--- src/rtl/keyed_watchdog.sv ---
module keyed_watchdog #(
  parameter int          AW       = 3,
  parameter int          RST_LEN  = 16,
  parameter logic [7:0]  KEY_CTL  = 8'hA5,
  parameter logic [7:0]  KEY_CNT  = 8'h5A,
  parameter logic [7:0]  KEY_RST  = 8'h5A,
  parameter logic [15:0] CLR_WORD = 16'hA500
) (
  input  logic          clk,
  input  logic          rst_n,
  input  logic [AW-1:0] addr,
  input  logic [15:0]   wdata,
  input  logic          wr_en,
  input  logic          rd_en,
  output logic [7:0]    rdata,
  output logic          wdt_rst
);
  localparam int PRE_W = 14;
  localparam int RL_W  = $clog2(RST_LEN + 1);
  localparam logic [AW-1:0] A_CTL = AW'(0);
  localparam logic [AW-1:0] A_CNT = AW'(2);
  localparam logic [AW-1:0] A_RST = AW'(4);

  logic             ctl_mode, ctl_run, rst_en, ovf_flag, flag_seen;
  logic [2:0]       ctl_sel;
  logic [7:0]       cnt;
  logic [PRE_W-1:0] pre, pre_lim;
  logic [RL_W-1:0]  rst_left;

  wire wr_ctl = wr_en && addr == A_CTL && wdata[15:8] == KEY_CTL;
  wire wr_cnt = wr_en && addr == A_CNT && wdata[15:8] == KEY_CNT;
  wire wr_rst = wr_en && addr == A_RST && wdata[15:8] == KEY_RST;
  wire clr_ok = wr_en && addr == A_RST && wdata == CLR_WORD && flag_seen;
  wire rd_flag = rd_en && addr == A_RST && ovf_flag;

  always_comb begin
    case (ctl_sel)
      3'd0:    pre_lim = PRE_W'(0);
      3'd1:    pre_lim = PRE_W'(63);
      3'd2:    pre_lim = PRE_W'(127);
      3'd3:    pre_lim = PRE_W'(255);
      3'd4:    pre_lim = PRE_W'(511);
      3'd5:    pre_lim = PRE_W'(1023);
      3'd6:    pre_lim = PRE_W'(4095);
      default: pre_lim = PRE_W'(16383);
    endcase
  end

  wire tick   = ctl_run && pre == pre_lim;
  wire wrap   = tick && cnt == 8'hFF && !wr_cnt;
  wire wd_ovf = wrap && ctl_mode;

  always_ff @(posedge clk or negedge rst_n) begin
    if (!rst_n) begin
      ctl_mode <= 1'b0;
      ctl_run  <= 1'b0;
      ctl_sel  <= 3'd0;
    end else if (wr_ctl) begin
      ctl_mode <= wdata[6];
      ctl_run  <= wdata[5];
      ctl_sel  <= wdata[2:0];
    end
  end

  always_ff @(posedge clk or negedge rst_n) begin
    if (!rst_n)                       pre <= '0;
    else if (!ctl_run || wr_cnt || tick) pre <= '0;
    else                              pre <= pre + 1'b1;
  end

  always_ff @(posedge clk or negedge rst_n) begin
    if (!rst_n)      cnt <= 8'd0;
    else if (wr_cnt) cnt <= wdata[7:0];
    else if (tick)   cnt <= cnt + 8'd1;
  end

  always_ff @(posedge clk or negedge rst_n) begin
    if (!rst_n) begin
      ovf_flag  <= 1'b0;
      flag_seen <= 1'b0;
      rst_en    <= 1'b0;
    end else begin
      if (wd_ovf)      ovf_flag <= 1'b1;
      else if (clr_ok) ovf_flag <= 1'b0;
      if (clr_ok)       flag_seen <= 1'b0;
      else if (rd_flag) flag_seen <= 1'b1;
      if (wr_rst) rst_en <= wdata[6];
    end
  end

  always_ff @(posedge clk or negedge rst_n) begin
    if (!rst_n)                rst_left <= '0;
    else if (wd_ovf && rst_en) rst_left <= RL_W'(RST_LEN);
    else if (rst_left != '0)   rst_left <= rst_left - 1'b1;
  end

  assign wdt_rst = rst_left != '0;

  always_comb begin
    case (addr)
      A_CTL:   rdata = {1'b0, ctl_mode, ctl_run, 2'b00, ctl_sel};
      A_CNT:   rdata = cnt;
      A_RST:   rdata = {ovf_flag, rst_en, 6'd0};
      default: rdata = 8'd0;
    endcase
  end
endmodule

--- config.mk ---
export PLATFORM = sky130hd
export DESIGN_NAME = keyed_watchdog
export DESIGN_NICKNAME = d
export VERILOG_FILES = /design/src/rtl/keyed_watchdog.sv
export SDC_FILE = /design/constraint.sdc
export NUM_CORES = 1
export LEC_CHECK = 0
export ABC_AREA = 1
export BUFFER_PORTS_ARGS = -buffer_cell sky130_fd_sc_hd__buf_2
export CAP_MARGIN = 20
export CORE_ASPECT_RATIO = 0.8
export CORE_MARGIN = 3
export CORE_UTILIZATION = 40
export CTS_CLUSTER_DIAMETER = 60
export DETAILED_ROUTE_END_ITERATION = 16
export PLACE_DENSITY = 0.65
export SYNTH_ARGS = -nofsm -noshare
export SYNTH_HDL_FRONTEND = slang
export SYNTH_SLANG_ARGS = --single-unit
--- constraint.sdc ---
create_clock -name clk -period 4.5 [get_ports clk]
set_clock_uncertainty 0.1 [all_clocks]
set_input_delay 0.9 -clock clk [delete_from_list [all_inputs] [get_ports clk]]
set_output_delay 0.9 -clock clk [all_outputs]
set_load 0.005 [all_outputs]
Word-level counts from Yosys, hierarchy flattened --
Index checks and enable logic that the tools add are counted.
Word-level totals: bits of input ports 23, register bits after elaboration 35, bits in read-only memories 0, memory bits (writable) 0, output and inout bits 9, memories 0, word-level logic and storage cells 62, bits in latches 0
Cells by class: shifts and indexed selects 0, bitwise logic cells 0, equal/unequal tests 13, reductions and logical operators 26, $add $sub $neg 3, muxes and demuxes 11, magnitude comparators 0, multipliers 0, divide/modulo/power cells 0
Operators with widths (count):
- $pmux W14 S7 | 1
- $pmux W8 S3 | 1
- $eq A16 B16 Y1 const B | 1
- $eq A8 B8 Y1 const B | 2
- $mux W8 | 2
- $logic_and A1 B1 Y1 | 15
- $add A14 B1 Y14 const B | 1
- $eq A14 B14 Y1 | 1
- $mux W14 | 1
- $eq A3 B3 Y1 const B | 4
- $mux W5 | 2
- $eq A3 B2 Y1 const B | 3
- $add A8 B1 Y8 const B | 1
- $eq A8 B7 Y1 const B | 1
- $reduce_bool A2 Y1 | 4
- $logic_not A3 Y1 | 2
- $reduce_bool A5 Y1 | 1
- $sub A5 B1 Y5 const B | 1
- $mux W1 | 4
- $eq A3 B1 Y1 const B | 1
- $logic_not A1 Y1 | 2
- $logic_or A1 B1 Y1 | 2

Depth between registers and ports, before layout --
depth in word-level cells 9, mapped depth 12

Worst setup path after synthesis --
No wires, ideal clock.
kind input -> output, start input addr[1], end output rdata[0], arrival 1.464 ns, required time 3.500 ns, path slack 2.036 ns, cell stages on the path 4, cell sequence inv_1 -> nor3_2 -> inv_1 -> o22ai_1
On the way: longest elaborated chain between the ends 2, elaborated cells on any way between the ends 4, classes of those cells 2 x eq/ne; 1 x mux; 1 x reduce/logical
Ends and longest elaborated chain:
- start, declared | line 11 | input logic [AW-1:0] addr,
- $eq A3 B3 Y1, or another cell as far along | line 100 | case (addr)
- $pmux W8 S3 (*) | line 100
- end, declared | line 15 | output logic [7:0] rdata,
Every way passes the cells marked *; elsewhere a longest branch is shown, timed or not.

Worst setup path in the final report --
start input addr[2], end output rdata[0]
Same word-level chain as after synthesis.

==> implementation parameters <==
Parameter                              Value

Status
  Outcome ... completed

Power and ir drop
  Switching share of power ... 0.228
  Register share of total power ... 0.523
  Net switching power of the design ... between 0.1 and 0.15 mW
  Ratio of total power to cell area ... 226 nW/µm²
  Internal Dissipation ... between 0.4 and 0.5 mW
  Share of total power in the clock network ... 0.414
  Maximum vdd drop ... ~0.11 mV
  Gate power share ... 0.062
  Leakage power ... roughly 1.3 nW

Layout
  Commonest cells after routing, fill and taps aside ... 82 x sky130_fd_sc_hd__nand2_1, 52 x sky130_fd_sc_hd__nor2_1, 51 x sky130_fd_sc_hd__inv_1
  Fin cells ... 458
  Diodes inserted ... 0
  Final layout net count ... 406
  P&R area growth vs syn ... 13.9%
  Multi-input logic area ... around 1300 µm²
  Most common cell after layout, fill and taps aside ... sky130_fd_sc_hd__nand2_1
  Ratio of cells with drive above 1 in the final layout ... 0.126
  Reg area ... 876 µm²
  Filler cell count in the final layout ... 560

Setup path
  Worst reg2reg path endpoint ... pre[12]$_DFF_PN0_
  Type of the worst setup path ... in2out
  Max FO, Critical Path ... 6
  Worst-case register-to-register setup slack ... about 2.6 ns
  Library cell contributing the largest single delay on the critical path ... sky130_fd_sc_hd__nor3_2
  WP data required ... 3.50 ns
  Cell mode on critical path ... sky130_fd_sc_hd__buf_2
  Launching element type of the critical path ... primary input
  R2R cell count ... 10
  Critical path arrival ... 1.94 ns
  CP Capture Type ... primary output
  RR Startpoint ... ctl_sel[2]$_DFFE_PN0P_
  Cells along the critical path ... buf_2 > nor3_2 > inv_1 > o22ai_1 > buf_2
  Worst path max stage delay ... 0.37 ns

Flow run
  Maxcap violations ... 0

Logic synthesis
  Synthesized area ... roughly 2400 µm²
  Mean cell area of the mapped netlist ... 6.86 µm²
  Synthesized flop and latch total ... 35
  Total number of yosys warnings ... 0
  Sequential fraction of the synthesis area ... 0.371
  Number of standard cells after synthesis ... 344
  Netlist cell types ... 24
  Syn Nets ... 371

CTS
  H-Tree Level Count ... 2
  Post-cts repair resize count ... 0
  Clock insertion delay at the later pin of the skew report ... 0.28 ns
  Root buffer selected by CTS ... sky130_fd_sc_hd__clkbuf_8
  CTS hold repair buffers ... 0
  TritonCTS clock tree ... yes
  Maximum buffer depth of the clock tree ... 2
  Clock-pin slew reported for the worst setup and hold paths after clock tree synthesis ... 0.07 ns
  Total clock sinks ... 35
  Number of CTS-inserted buffers ... 5
  Setup bufs post-CTS ... 0

Routing
  Overall via count from detail_route ... about 2300
  Number of optimization iterations in the first detailed-route pass ... 4
  Ratio of routed vias to standard cells ... 4.97
  ANT nets after route ... 0
  Detailed Route WL ... between 5 and 6 mm
  WL per Instance ... ~12 µm
  Initial DRC Count ... roughly 210
  DRC Markers ... 0

Floorplan
  Chip height ... 74.7 µm
  Number of top-level design ports ... 32
  Full die area ... 6860 µm²
  Num rows ... 24
  Initial standard-cell utilization of the core ... 0.422
  Core ar. ... 5590 µm²
  Die span in x ... 91.9 µm

Timing
  Max-slew violation count ... 0
  Fin crit share ... 0.652
  Final setup TNS ... 0 ns
  RSZ-0062 raised after global routing ... no
  Worst Tran Pin Value ... 0.782 ns
  Achievable Freq ... 341 MHz
  Number of endpoints failing setup at the final stage ... 0
  Hold violation count in the final report ... 0
  Slew headroom ... 0.477
  Crit path time final ... 2.94 ns
  Hold Slack ... 0.417 ns

Hold path
  Cell depth of the worst hold path ... 2
  Class of the worst hold path ... reg2reg
  Sink of the worst hold path ... rst_en$_DFFE_PN0P_
  Worst Hold Launch ... rst_en$_DFFE_PN0P_

Place
  Gpl congestion ... a little under 0.9
  Number of buffers inserted by port buffering ... 31
  Post-DP HPWL ... 4.43 mm
  Dpl cells ... 450

Global route
  Pin count of the biggest net entering global routing ... 36
  First-pass GRT wire length ... 9.40 mm
  Total routing resource utilization after global routing ... 0.174
  Antenna violations before repair ... 0
  Number of global-route vias before repair ... 1954
  Aggregate global routing overflow ... 0
synth_stat cells:
| master | number | share of area |
|---|---|---|
| sky130_fd_sc_hd__nor3_2 | 1 | 0.0042 |
| sky130_fd_sc_hd__nor2_2 | 1 | 0.0027 |
| sky130_fd_sc_hd__nor2_4 | 2 | 0.0095 |
| sky130_fd_sc_hd__nor4_1 | 1 | 0.0027 |
| sky130_fd_sc_hd__xor2_1 | 13 | 0.048 |
| sky130_fd_sc_hd__nand3_1 | 36 | 0.076 |
| sky130_fd_sc_hd__o21ai_0 | 17 | 0.036 |
| sky130_fd_sc_hd__nand4_1 | 20 | 0.053 |
| sky130_fd_sc_hd__nand3_4 | 1 | 0.0074 |
| sky130_fd_sc_hd__buf_2 | 2 | 0.0042 |
| sky130_fd_sc_hd__dfrtp_1 | 35 | 0.37 |
| sky130_fd_sc_hd__ha_1 | 4 | 0.021 |
| sky130_fd_sc_hd__buf_8 | 1 | 0.0064 |
| sky130_fd_sc_hd__nor3_1 | 10 | 0.021 |
| sky130_fd_sc_hd__nor2_1 | 52 | 0.083 |
| sky130_fd_sc_hd__a21oi_1 | 4 | 0.0085 |
| sky130_fd_sc_hd__o22ai_1 | 3 | 0.0080 |
| sky130_fd_sc_hd__nand2_4 | 1 | 0.0048 |
| sky130_fd_sc_hd__inv_1 | 51 | 0.081 |
| sky130_fd_sc_hd__nand2_2 | 3 | 0.0080 |
| sky130_fd_sc_hd__xnor2_1 | 2 | 0.0074 |
| sky130_fd_sc_hd__o211ai_1 | 1 | 0.0032 |
| sky130_fd_sc_hd__nand2_1 | 82 | 0.13 |
| sky130_fd_sc_hd__inv_2 | 1 | 0.0016 |
cell type report:
class / instances / area share
repair buffers: 31 / 0.0577
clock buffers: 8 / 0.0372
multi-input cells: 254 / 0.470
inverters: 52 / 0.0726
well taps: 78 / 0.0363
flip-flops and latches: 35 / 0.326
critical path: cells and delay by family:
kind	cells	cell delay, ns
compound gates	1	0.17
buf+inv	3	0.49
simple gates	1	0.37
state kept, by name, indices dropped and copies added (netlist names), 3 cells and up:
register and count:
pre 14, cnt 8, rst_left 5, ctl_sel 3
logic make-up after synthesis:
group / share of synthesized area
fa+ha+maj: 0.0212
compound gates: 0.0557
buf+inv: 0.0933
flops: 0.371
xor+xnor: 0.0557
simple gates: 0.403
power groups by stage:
stage / Combinational [mW] / Clock, mW / Sequential, mW
6_report: 0.0380 / 0.252 / 0.318
5_1_grt: 0.0432 / 0.275 / 0.318
4_1_cts: 0.0385 / 0.259 / 0.317
3_5_place_dp: 0.0384 / 0 / 0.324
3_3_place_gp: 0.0381 / 0 / 0.324
2_1_floorplan: 0.0138 / 0 / 0.323
stage by stage:
step / instance area, µm² / setup WS, ns / power, mW / util
floorplan: 2360 / 2.04 / 0.337 / -
global placement: 2590 / 1.69 / 0.362 / 0.463
detailed placement: 2590 / 1.61 / 0.362 / 0.463
CTS: 2690 / 1.61 / 0.615 / 0.481
global route: 2690 / 1.52 / 0.636 / 0.481
finish: 2690 / 1.56 / 0.607 / 0.481
worst max path at each step:
stage | startpoint | endpoint | cells after the start | slack [ns]
after global routing | addr[2] | rdata[0] | 5 | 1.52
after floorplan | addr[1] | rdata[0] | 4 | 2.04
after detailed placement | addr[2] | rst_left[4]$_DFFE_PN0P_ | 7 | 1.61
after global placement | wdata[15] | cnt[1]$_DFFE_PN0P_ | 9 | 1.69
final | addr[2] | rdata[0] | 5 | 1.56
after CTS | addr[2] | rdata[7] | 5 | 1.61
per-layer routing:
metal / share of wire / up-vias / global-route usage / routed length, µm
li1: - / 1181 / - / -
met1: 0.53 / 1026 / 0.266 / 2990
met2: 0.41 / 62 / 0.248 / 2340
met3: 0.053 / 6 / 0.0370 / 304
met4: 0.0097 / 0 / 0.0461 / 55
met5: 0 / - / 0 / 0
No activity file was read; power rests on OpenSTA's default activity.
